<file path="config.mk">
export PLATFORM = sky130hd
export DESIGN_NAME = tw_serial_mem
export DESIGN_NICKNAME = d
export VERILOG_FILES = /design/src/rtl/tws_pkg.sv /design/src/rtl/tws_sync.sv /design/src/rtl/tws_ram.sv /design/src/rtl/tws_prog.sv /design/src/rtl/tws_front.sv /design/src/rtl/tw_serial_mem.sv
export SDC_FILE = /design/constraint.sdc
export NUM_CORES = 1
export LEC_CHECK = 0
export ABC_AREA = 1
export BUFFER_PORTS_ARGS = -buffer_cell sky130_fd_sc_hd__buf_4
export CORE_MARGIN = 2
export CORE_UTILIZATION = 55
export DETAILED_ROUTE_END_ITERATION = 10
export MAX_ROUTING_LAYER = met4
export PLACE_DENSITY = 0.7
export SYNTH_ARGS = -nofsm -noshare
export SYNTH_HDL_FRONTEND = slang
export SYNTH_SLANG_ARGS = --single-unit
</file>
<file path="constraint.sdc">
create_clock -name clk -period 8.3 [get_ports clk]
set_clock_uncertainty 0.2 [all_clocks]
set_input_delay 0.83 -clock clk [delete_from_list [all_inputs] [get_ports clk]]
set_output_delay 0.83 -clock clk [all_outputs]
set_load 0.01 [all_outputs]
</file>
<file path="src/rtl/tws_pkg.sv">
package tws_pkg;

  typedef enum logic [2:0] {
    ST_IDLE,
    ST_OPC,
    ST_ADR,
    ST_DAT,
    ST_RD,
    ST_END
  } fe_state_t;

  typedef enum logic [2:0] {
    JOB_NONE,
    JOB_WRITE,
    JOB_ERASE,
    JOB_ERAL,
    JOB_WRAL
  } job_t;

  localparam logic [1:0] OPC_EXT   = 2'b00;
  localparam logic [1:0] OPC_WRITE = 2'b01;
  localparam logic [1:0] OPC_READ  = 2'b10;
  localparam logic [1:0] OPC_ERASE = 2'b11;

  localparam logic [1:0] EXT_LOCK   = 2'b00;
  localparam logic [1:0] EXT_WRAL   = 2'b01;
  localparam logic [1:0] EXT_ERAL   = 2'b10;
  localparam logic [1:0] EXT_UNLOCK = 2'b11;

endpackage

</file>
<file path="src/rtl/tws_sync.sv">
module tws_sync #(
  parameter int W      = 3,
  parameter int STAGES = 2
) (
  input  logic         clk,
  input  logic         rst,
  input  logic [W-1:0] d,
  output logic [W-1:0] q
);

  logic [W-1:0] stg [STAGES];

  always_ff @(posedge clk) begin
    if (rst) begin
      for (int i = 0; i < STAGES; i++) stg[i] <= '0;
    end else begin
      stg[0] <= d;
      for (int i = 1; i < STAGES; i++) stg[i] <= stg[i-1];
    end
  end

  assign q = stg[STAGES-1];

endmodule

</file>
<file path="src/rtl/tws_ram.sv">
module tws_ram #(
  parameter int AW = 7,
  parameter int DW = 8
) (
  input  logic          clk,
  input  logic          we,
  input  logic [AW-1:0] waddr,
  input  logic [DW-1:0] wdata,
  input  logic [AW-1:0] raddr,
  output logic [DW-1:0] rdata
);

  localparam int DEPTH = 1 << AW;

  logic [DW-1:0] mem [DEPTH];

  always_ff @(posedge clk) begin
    if (we) mem[waddr] <= wdata;
    rdata <= mem[raddr];
  end

endmodule

</file>
<file path="src/rtl/tws_prog.sv">
module tws_prog #(
  parameter int BW       = 7,
  parameter int BUSY_CYC = 160
) (
  input  logic          clk,
  input  logic          rst,
  input  logic          go,
  input  logic [BW-1:0] job_base,
  input  logic [BW:0]   job_n,
  input  logic [7:0]    job_hi,
  input  logic [7:0]    job_lo,
  output logic          busy,
  output logic          we,
  output logic [BW-1:0] waddr,
  output logic [7:0]    wdata
);

  localparam int BCW = $clog2(BUSY_CYC + 1);

  logic [BCW-1:0] bcnt;
  logic [BW:0]    idx;
  logic [BW:0]    n_q;
  logic [BW-1:0]  base_q;
  logic [7:0]     hi_q;
  logic [7:0]     lo_q;
  logic           more;

  assign more = idx < n_q;

  always_ff @(posedge clk) begin
    if (rst) begin
      busy   <= 1'b0;
      bcnt   <= '0;
      idx    <= '0;
      n_q    <= '0;
      base_q <= '0;
      hi_q   <= '0;
      lo_q   <= '0;
    end else if (!busy) begin
      if (go) begin
        busy   <= 1'b1;
        bcnt   <= BCW'(BUSY_CYC - 1);
        idx    <= '0;
        n_q    <= job_n;
        base_q <= job_base;
        hi_q   <= job_hi;
        lo_q   <= job_lo;
      end
    end else begin
      if (bcnt != '0) bcnt <= bcnt - 1'b1;
      if (more) idx <= idx + 1'b1;
      if (bcnt == '0 && !more) busy <= 1'b0;
    end
  end

  assign we    = busy && more;
  assign waddr = base_q + idx[BW-1:0];
  assign wdata = idx[0] ? lo_q : hi_q;

endmodule

</file>
<file path="src/rtl/tws_front.sv">
module tws_front
  import tws_pkg::*;
#(
  parameter int A16 = 6
) (
  input  logic         clk,
  input  logic         rst,
  input  logic         cs_s,
  input  logic         sck_s,
  input  logic         di_s,
  input  logic         org_w,
  input  logic         pwr_ok,
  input  logic         busy,
  input  logic [7:0]   rd_q,
  output logic [A16:0] rd_addr,
  output logic         go,
  output logic [A16:0] job_base,
  output logic [A16+1:0] job_n,
  output logic [7:0]   job_hi,
  output logic [7:0]   job_lo,
  output logic         wen,
  output logic         sdo_en,
  output logic         sdo_data
);

  localparam int A8 = A16 + 1;
  localparam int CW = $clog2((A8 > 16 ? A8 : 16) + 1);

  fe_state_t    state;
  job_t         pend;
  logic         cs_q, sck_q, rise, cs_fall;
  logic [CW-1:0] cnt;
  logic [1:0]   opc;
  logic [A8-1:0] adr, nxt_adr;
  logic [15:0]  dat;
  logic [7:0]   sh;
  logic [2:0]   rcnt;
  logic [A8-1:0] bp;
  logic         stat;
  logic [CW-1:0] aw_m1, dw_m1;
  logic [1:0]   top2;
  logic         bulk, ones;

  assign rise    = sck_s & ~sck_q;
  assign cs_fall = cs_q & ~cs_s;
  assign aw_m1   = org_w ? CW'(A16 - 1) : CW'(A8 - 1);
  assign dw_m1   = org_w ? CW'(15) : CW'(7);
  assign nxt_adr = {adr[A8-2:0], di_s};
  assign top2    = org_w ? nxt_adr[A16-1 -: 2] : nxt_adr[A8-1 -: 2];
  assign bulk    = (pend == JOB_ERAL) || (pend == JOB_WRAL);
  assign ones    = (pend == JOB_ERAL) || (pend == JOB_ERASE);
  assign rd_addr = bp;

  always_ff @(posedge clk) begin
    if (rst) begin
      state    <= ST_IDLE;
      pend     <= JOB_NONE;
      cs_q     <= 1'b0;
      sck_q    <= 1'b0;
      cnt      <= '0;
      opc      <= '0;
      adr      <= '0;
      dat      <= '0;
      sh       <= '0;
      rcnt     <= '0;
      bp       <= '0;
      stat     <= 1'b0;
      wen      <= 1'b0;
      go       <= 1'b0;
      job_base <= '0;
      job_n    <= '0;
      job_hi   <= '0;
      job_lo   <= '0;
      sdo_en   <= 1'b0;
      sdo_data <= 1'b0;
    end else begin
      cs_q  <= cs_s;
      sck_q <= sck_s;
      go    <= 1'b0;
      if (!cs_s) begin
        if (cs_fall && state == ST_END && pend != JOB_NONE && wen && pwr_ok && !busy) begin
          go       <= 1'b1;
          stat     <= 1'b1;
          job_base <= bulk ? '0 : (org_w ? {adr[A16-1:0], 1'b0} : adr);
          job_n    <= bulk ? {1'b1, {A8{1'b0}}} : (org_w ? (A8+1)'(2) : (A8+1)'(1));
          job_hi   <= ones ? 8'hFF : (org_w ? dat[15:8] : dat[7:0]);
          job_lo   <= ones ? 8'hFF : dat[7:0];
        end
        state  <= ST_IDLE;
        pend   <= JOB_NONE;
        sdo_en <= 1'b0;
      end else begin
        case (state)
          ST_IDLE: begin
            sdo_en   <= stat;
            sdo_data <= ~busy;
            if (rise && di_s && !busy) begin
              state  <= ST_OPC;
              cnt    <= CW'(1);
              stat   <= 1'b0;
              sdo_en <= 1'b0;
            end
          end
          ST_OPC: begin
            sdo_en <= 1'b0;
            if (rise) begin
              opc <= {opc[0], di_s};
              if (cnt == '0) begin
                state <= ST_ADR;
                cnt   <= aw_m1;
              end else begin
                cnt <= cnt - 1'b1;
              end
            end
          end
          ST_ADR: begin
            sdo_en <= 1'b0;
            if (rise) begin
              adr <= nxt_adr;
              if (cnt != '0) begin
                cnt <= cnt - 1'b1;
              end else begin
                case (opc)
                  OPC_READ: begin
                    state    <= ST_RD;
                    sdo_en   <= 1'b1;
                    sdo_data <= 1'b0;
                    rcnt     <= '0;
                    bp       <= org_w ? {nxt_adr[A16-1:0], 1'b0} : nxt_adr;
                  end
                  OPC_WRITE: begin
                    state <= ST_DAT;
                    cnt   <= dw_m1;
                  end
                  OPC_ERASE: begin
                    state <= ST_END;
                    pend  <= JOB_ERASE;
                  end
                  default: begin
                    case (top2)
                      EXT_UNLOCK: begin
                        if (pwr_ok) wen <= 1'b1;
                        state <= ST_END;
                      end
                      EXT_LOCK: begin
                        wen   <= 1'b0;
                        state <= ST_END;
                      end
                      EXT_ERAL: begin
                        state <= ST_END;
                        pend  <= JOB_ERAL;
                      end
                      default: begin
                        state <= ST_DAT;
                        cnt   <= dw_m1;
                      end
                    endcase
                  end
                endcase
              end
            end
          end
          ST_DAT: begin
            sdo_en <= 1'b0;
            if (rise) begin
              dat <= {dat[14:0], di_s};
              if (cnt == '0) begin
                state <= ST_END;
                pend  <= (opc == OPC_WRITE) ? JOB_WRITE : JOB_WRAL;
              end else begin
                cnt <= cnt - 1'b1;
              end
            end
          end
          ST_RD: begin
            sdo_en <= 1'b1;
            if (rise) begin
              if (rcnt == '0) begin
                sdo_data <= rd_q[7];
                sh       <= {rd_q[6:0], 1'b0};
                rcnt     <= 3'd7;
                bp       <= bp + 1'b1;
              end else begin
                sdo_data <= sh[7];
                sh       <= {sh[6:0], 1'b0};
                rcnt     <= rcnt - 1'b1;
              end
            end
          end
          default: begin
            sdo_en <= 1'b0;
          end
        endcase
      end
      if (!pwr_ok) wen <= 1'b0;
    end
  end

endmodule

</file>
<file path="src/rtl/tw_serial_mem.sv">
module tw_serial_mem #(
  parameter int ADDR_W16    = 6,
  parameter int BUSY_CYC    = 160,
  parameter int SYNC_STAGES = 2
) (
  input  logic clk,
  input  logic rst,
  input  logic pwr_ok,
  input  logic org_wide,
  input  logic cs,
  input  logic sck,
  input  logic sdi,
  output logic sdo_data,
  output logic sdo_en
);

  localparam int BW = ADDR_W16 + 1;

  logic          cs_s, sck_s, di_s;
  logic          busy, go, we;
  logic [BW-1:0] rd_addr, waddr, job_base;
  logic [BW:0]   job_n;
  logic [7:0]    rd_q, wdata, job_hi, job_lo;
  logic          wen;

  tws_sync #(.W(3), .STAGES(SYNC_STAGES)) i_sync (
    .clk (clk),
    .rst (rst),
    .d   ({cs, sck, sdi}),
    .q   ({cs_s, sck_s, di_s})
  );

  tws_front #(.A16(ADDR_W16)) i_front (
    .clk      (clk),
    .rst      (rst),
    .cs_s     (cs_s),
    .sck_s    (sck_s),
    .di_s     (di_s),
    .org_w    (org_wide),
    .pwr_ok   (pwr_ok),
    .busy     (busy),
    .rd_q     (rd_q),
    .rd_addr  (rd_addr),
    .go       (go),
    .job_base (job_base),
    .job_n    (job_n),
    .job_hi   (job_hi),
    .job_lo   (job_lo),
    .wen      (wen),
    .sdo_en   (sdo_en),
    .sdo_data (sdo_data)
  );

  tws_prog #(.BW(BW), .BUSY_CYC(BUSY_CYC)) i_prog (
    .clk      (clk),
    .rst      (rst),
    .go       (go),
    .job_base (job_base),
    .job_n    (job_n),
    .job_hi   (job_hi),
    .job_lo   (job_lo),
    .busy     (busy),
    .we       (we),
    .waddr    (waddr),
    .wdata    (wdata)
  );

  tws_ram #(.AW(BW), .DW(8)) i_ram (
    .clk   (clk),
    .we    (we),
    .waddr (waddr),
    .wdata (wdata),
    .raddr (rd_addr),
    .rdata (rd_q)
  );

endmodule

</file>
[Word level (Yosys, flattened, before mapping)]
Memory sizes are Yosys's and may differ from the RTL's. A register that Yosys moved wholly into a read port is not among the register bits.
Cells that the tools add are included.
Cells by class
  $add $sub $neg: 6
  $lt $le $gt $ge: 1
  equal/unequal tests: 31
  multiplexer cells: 85
  bitwise logic cells: 10
  reduce and logical (&&, ||, !) cells: 51
Operators with widths (count)
  8-bit 2-to-1 mux: 12
  3-bit 2-to-1 mux: 21
  7-bit 2-to-1 mux: 8
  5-bit 2-to-1 mux: 8
  1-bit 2-to-1 mux: 21
  2-bit by 1-bit != test with 1-bit output, second input constant: 10
  5-bit case mux with 4 select lines: 1
  3-bit case mux with 2 select lines: 3
  6-bit AND reduction: 3
  7-bit case mux with 2 select lines: 1
  7-bit AND reduction: 2
  3-bit by 2-bit == test with 1-bit output, second input constant: 4
  3-bit case mux with 4 select lines: 1
  3-bit AND reduction: 4
  2-bit != test, second input constant: 5
  5-bit case mux with 2 select lines: 1
  2-bit AND reduction: 5
  2-bit nonzero test: 5
  2-bit OR reduction: 5
  3-bit == test, second input constant: 3
  1-bit logical AND: 9
  3-bit case mux with 3 select lines: 1
  9-bit AND reduction: 1
  8-bit by 1-bit adder with 8-bit output, second input constant: 1
  31 further kinds: 49
Storage, ports and cells
  bits in registers: 140
  RAM bits: 1030
  bits of input ports: 7
  output and inout bits: 2
  word-level logic and storage cells: 213
  memories kept: 2
Memories
  i_ram.mem: words 128, width 8, read ports 1, clocked after Yosys merged registers in 1, wr ports 1, RTL line tws_ram.sv:15  | logic [DW-1:0] mem [DEPTH];
  i_sync.stg: words 2, width 3, read ports 2, clocked after Yosys merged registers in 0, wr ports 2, RTL line tws_sync.sv:11  | logic [W-1:0] stg [STAGES];

[Longest topological paths before layout]
An unclocked memory read counts as a cell.
  depth after elaboration: 10
  gate-level depth with buffers: 17

[By module]
A second synthesis with hierarchy kept.
Unflattened totals
  cell total of the unflattened synthesis: 4596
  area total of the unflattened synthesis: 49421.1 µm²
Modules (own cells, without submodules)
  tws_ram: times used 1, cells an instance 3573, area each 42245.5 µm²
  tws_front: times used 1, cells an instance 645, area each 4386.7 µm²
  tws_prog: times used 1, cells an instance 357, area each 2601.2 µm²
  tws_sync: times used 1, cells an instance 21, area each 187.7 µm²

[Worst setup path before layout]
Ideal clock, no wire load.
  path kind: reg2reg
  from: register i_prog.idx[0]
  to: memory i_ram.mem[0][5], data pin
  arrival time: 2.246 ns
  required time: 7.588 ns
  slack: 5.342 ns
  stages on the path, launching flop included: 4
  path buffers: 1
  path through: dfxtp_1 clkbuf_1 nand2_1 nand2_1
On the way
  cells in the longest elaborated chain, start to end: 1
RTL lines
  from (decl): RTL line tws_prog.sv:21  | logic [BW:0] idx;
  from (signal assigned): RTL line tws_prog.sv:51  | if (more) idx <= idx + 1'b1;
  8-bit 2-to-1 mux: RTL line tws_prog.sv:58  | assign wdata = idx[0] ? lo_q : hi_q;
  named net i_prog.wdata[5]: RTL line tws_prog.sv:15  | output logic [7:0] wdata
  to (decl): RTL line tws_ram.sv:15
The timed path passes the listed nets, and every way through them passes these cells.

[Worst setup path in the final report]
  from: register i_prog.idx[0]
  to: memory i_ram.mem[63][1], enable pin
On the way
  cells in the longest elaborated chain, start to end: 4
  elaborated cells between the ends (all ways): 5
  classes of those cells: 1 x add/sub; 1 x order compare; 2 x mux; 1 x reduce/logical
RTL lines
  8-bit less-than comparator: RTL line tws_prog.sv:28  | assign more = idx < n_q;
  1-bit logical AND: RTL line tws_prog.sv:56  | assign we = busy && more;
  1-bit 2-to-1 mux: RTL line tws_ram.sv:18  | if (we) mem[waddr] <= wdata;
  1-bit 2-to-1 mux (not written as such): RTL line tws_ram.sv:18
Several ways; a longest one is shown, not always the timed one.

==> metrics.md <==
| Metric | Value |
|---|---|
| Final weighted congestion in routability-driven placement | 0.9003 |
| Placed standard-cell area | 50670 sq um |
| Routed wire length per instance | 20.22 microns |
| Run status | finished clean |
| Logic gate share of total power | 0.3% |
| Cell-by-cell trace of the critical path | ha_1, fa_1, nand3_1, nand2_1, xor2_1, inv_1, nor2_1, nand2_1, nor2_1 |
| Count of unique library cells instantiated by Yosys | 45 |
| IO buf count | 8 |
| Number of global-route vias before repair | 32880 |
| Global-route wire length before repair | between 150 and 200 mm |
| Clk slew on worst S/H paths | approximately 0.060 ns |
| Post-detailed-route via-to-cell ratio | 5.548 |
| Setup repair after global routing missed its margin | no |
| TritonCTS Buffers | approximately 110 |
| Via total after detailed routing | 34360 |
| Total Neg Setup Slack | 0 ns |
| Maximum clock path buffer count | 3 |
| H-tree depth | 3 |
| Router iterations before antenna repair | 5 |
| Width of the die | 305.9 microns |
| Antenna violation net count after detailed routing | 0 |
| CP startpoint kind | flop |
| Cell Area, Synth | around 50000 sq um |
| Critical path class | flop to flop |
| Required time of the critical path | 8.41 ns |
| Number of synthesis warnings | 0 |
| Aggregate global routing overflow | 0 |
| Clk network pwr share | a little over two fifths |
| Worst slew slack as a fraction of its limit | about a fifth |
| Post-synthesis instance total | 5021 |
| Reg power frac | 55.7% |
| Nature of the critical path endpoint | flop |
| Hold Violations, Final | 0 |
| Detail Placement HPWL | 71.51 mm |
| DRC viols | 0 |
| Setup crit start | i_prog.idx[0] |
| Total Nets Final | 4958 |
| Reg2Reg Capture Point | i_ram.mem[63][1] |
| Pwr per Cell Area | 208.0 nW/um^2 |
| CP peak stage delay | 0.80 ns |
| Timing endpoint of the critical path | i_ram.mem[63][1] |
| Number of instances resized during post-cts repair | 0 |
| Number of post-CTS setup repair buffers | 0 |
| Iter 0 DRT Violations | 4333 |
| Reg2Reg Depth | 9 |
| Most frequent cells in the layout | sky130_fd_sc_hd__nand2_1 (1450), sky130_fd_sc_hd__edfxtp_1 (1024), sky130_fd_sc_hd__nor2_1 (701), sky130_fd_sc_hd__inv_1 (465), sky130_fd_sc_hd__nand3_1 (450) |
| Post-route core utilization | 60.16% |
| Initial antenna violation count | 2 |
| Area enclosed by the die boundary | slightly above 90000 sq um |
| Worst-skew pair later-pin latency | 0.69 ns |
| Power, Total | 11.28 mW |
| Top Ports | 9 |
| Diodes inserted | 0 |
| Clock Root Buffer | sky130_fd_sc_hd__clkbuf_16 |
| Synthesized area divided by synthesized cell count | ~10 sq um |
| Maximum VDD drop | 0.0001852 V |
| Area added between synthesis and finish | 8.198% |
| Internal cell power | about 9 mW |
| Transition time of the tightest slew-check pin | around 1.2 ns |
| Number of register bits inferred by synthesis | about 1200 |
| Seq/Total Area, Yosys | 67.06% |
| FMAX | 235.1 MHz |
| Total of hold buffers inserted after clock tree synthesis | 0 |
| Period utilization | 51.25% |
| Biggest fanout along the worst timing path | 14 |
| Number of nets produced by synthesis | 5052 |
| Switching power of the nets | 2.129 mW |
| Register-to-register setup slack | 4.05 ns |
| Leakage dissipation | 20.70 nW |
| Worst min-delay path category | input port to flop |
| Min Clock Period, post-route | around 4.3 ns |
| Critical path's slowest cell | sky130_fd_sc_hd__nor2_1 |
| Clock tree from TritonCTS | built |
| Largest net degree at the start of global routing | 240 |
| Detailed Route WL | 125.2 mm |
| Reg2Reg Launch Point | i_prog.idx[0] |
| Most frequent standard cell in the layout excluding fill and tap cells | sky130_fd_sc_hd__nand2_1 |
| Count of endpoints failing setup in the final report | 0 |
| Number of violations of the max-capacitance limit | 0 |
| Share of final-layout standard cells stronger than drive strength 1 | approximately 4.8% |
| Clock sinks | 1167 |
| Sw frac | 18.88% |
| Combined global-route utilization of all metal layers | between 20% and 30% |
| Core ar. | 90150 sq um |
| Count of final max-slew check failures | 0 |
| Critical Path AT | 4.36 ns |
| Effective utilization at floorplan | 55.60% |
| Placement row count | between 100 and 150 |
| Final standard cell area without fillers | 54230 sq um |
| Die H | 305.9 microns |
[how the worst min path moves through the flow]
stage                           from                to  slack [ns]  cells after the start
floorplan           i_sync.stg[0][0]  i_sync.stg[0][3]        0.19                      2
global placement    i_sync.stg[0][1]  i_sync.stg[0][4]        0.20                      2
detailed placement  i_sync.stg[0][1]  i_sync.stg[0][4]        0.20                      2
CTS                              sck  i_sync.stg[0][1]        0.13                      3
global route                     sdi  i_sync.stg[0][0]        0.16                      3
finish                           sck  i_sync.stg[0][1]        0.15                      3
[logic make-up after synthesis]
| group | after synthesis | share of synthesized area, % |
|---|---|---|
| and+or+nand+nor | 2654 | 21.25 |
| DFF | 1167 | 67.06 |
| buffers and inverters | 734 | 6.401 |
| AOI/OAI and AO/OA | 430 | 4.466 |
| adders and majority gates | 24 | 0.6141 |
| xor gates and xnor gates | 12 | 0.2097 |
[worst max-delay path, delay by kind of cell, from the launching register on]
family                     cells  cell delay (ns)
adders and majority gates      2             0.56
DFF                            1             0.62
xor gates and xnor gates       1             0.23
and+or+nand+nor                5             2.18
buffers and inverters          1             0.08
[power groups by stage]
| stage | sequential (mW) | clock [mW] | combinational [mW] |
|---|---|---|---|
| 4_1_cts | 6.29 | 5.00 | 0.0325 |
| 3_5_place_dp | 6.41 | 0 | 0.0324 |
| 5_1_grt | 6.29 | 5.23 | 0.0361 |
| 2_1_floorplan | 6.41 | 0 | 0.0220 |
| 6_report | 6.29 | 4.96 | 0.0325 |
| 3_3_place_gp | 6.41 | 0 | 0.0318 |
[metrics by stage]
stage               setup slack (ns)  cells  hold WS [ns]
floorplan                      5.342   5021        0.1883
global placement               4.150   5988        0.2008
global route                   3.825   6193        0.1571
finish                         4.046   6193        0.1544
CTS                            4.110   6193        0.1326
detailed placement             4.134   5988        0.2045
[synth_stat cells (all sizes together)]
cell type  instances  area (sq um)
inv              477          1793
xor2               9         78.83
a41oi              8         70.07
and3               5         31.28
o21a               1         7.510
nand2           1464          5510
nor2             711          2710
nand3            451          2262
ha                23         287.8
clkbuf            70         262.8
nor3              11         55.05
dfxtp            143          2863
nand4              7         43.79
o22ai              2         12.51
o221ai             1         8.760
clkinv             6         22.52
or2                1         6.260
a21oi             94         481.7
edfxtp          1024         30750
o21ai            305          1526
a31oi              9         56.30
a21boi             1         7.510
fa                 1         20.02
o31ai              1         7.510
xnor2              3         26.28
buf              181          1130
a21o               2         15.01
a22oi              1         7.510
nand3b             4         30.03
a211oi             1         7.510
o211ai             4         30.03
[sequential cells by signal, summed over array words and instances (netlist names), 5 cells and up]
| name | flops |
|---|---|
| i_ram.mem | 1024 |
| i_front.dat | 16 |
| i_front.job_hi | 8 |
| i_front.job_lo | 8 |
| i_prog.bcnt | 8 |
| i_prog.hi_q | 8 |
| i_prog.idx | 8 |
| i_prog.lo_q | 8 |
| i_ram.rdata | 8 |
| i_front.adr | 7 |
| i_front.job_base | 7 |
| i_front.rd_addr | 7 |
| i_front.sh | 7 |
| i_prog.base_q | 7 |
| i_sync.stg | 6 |
| i_front.cnt | 5 |
[cell type report]
| type | count | area [sq um] |
|---|---|---|
| Fill cell | 7360 | 35920 |
| Sequential cell | 1167 | 33620 |
| Multi-Input combinational cell | 3120 | 13370 |
| Clock buffer | 157 | 3166 |
| Inverter | 483 | 1834 |
| Tap cell | 1176 | 1471 |
| Clock inverter | 48 | 396.6 |
| Timing Repair Buffer | 42 | 365.4 |
[layer usage]
| layer | track usage (%) | wire [microns] | share of wire (%) | up-vias |
|---|---|---|---|---|
| li1 | - | - | - | 16320 |
| met3 | 3.636 | 10790 | 8.6 | 251 |
| met1 | 37.50 | 51490 | 41 | 16320 |
| met4 | 9.211 | 4117 | 3.3 | 0 |
| met2 | 43.67 | 58840 | 47 | 1460 |
| met5 | - | 0 | 0 | - |
No activity file was read; power rests on OpenSTA's default activity.
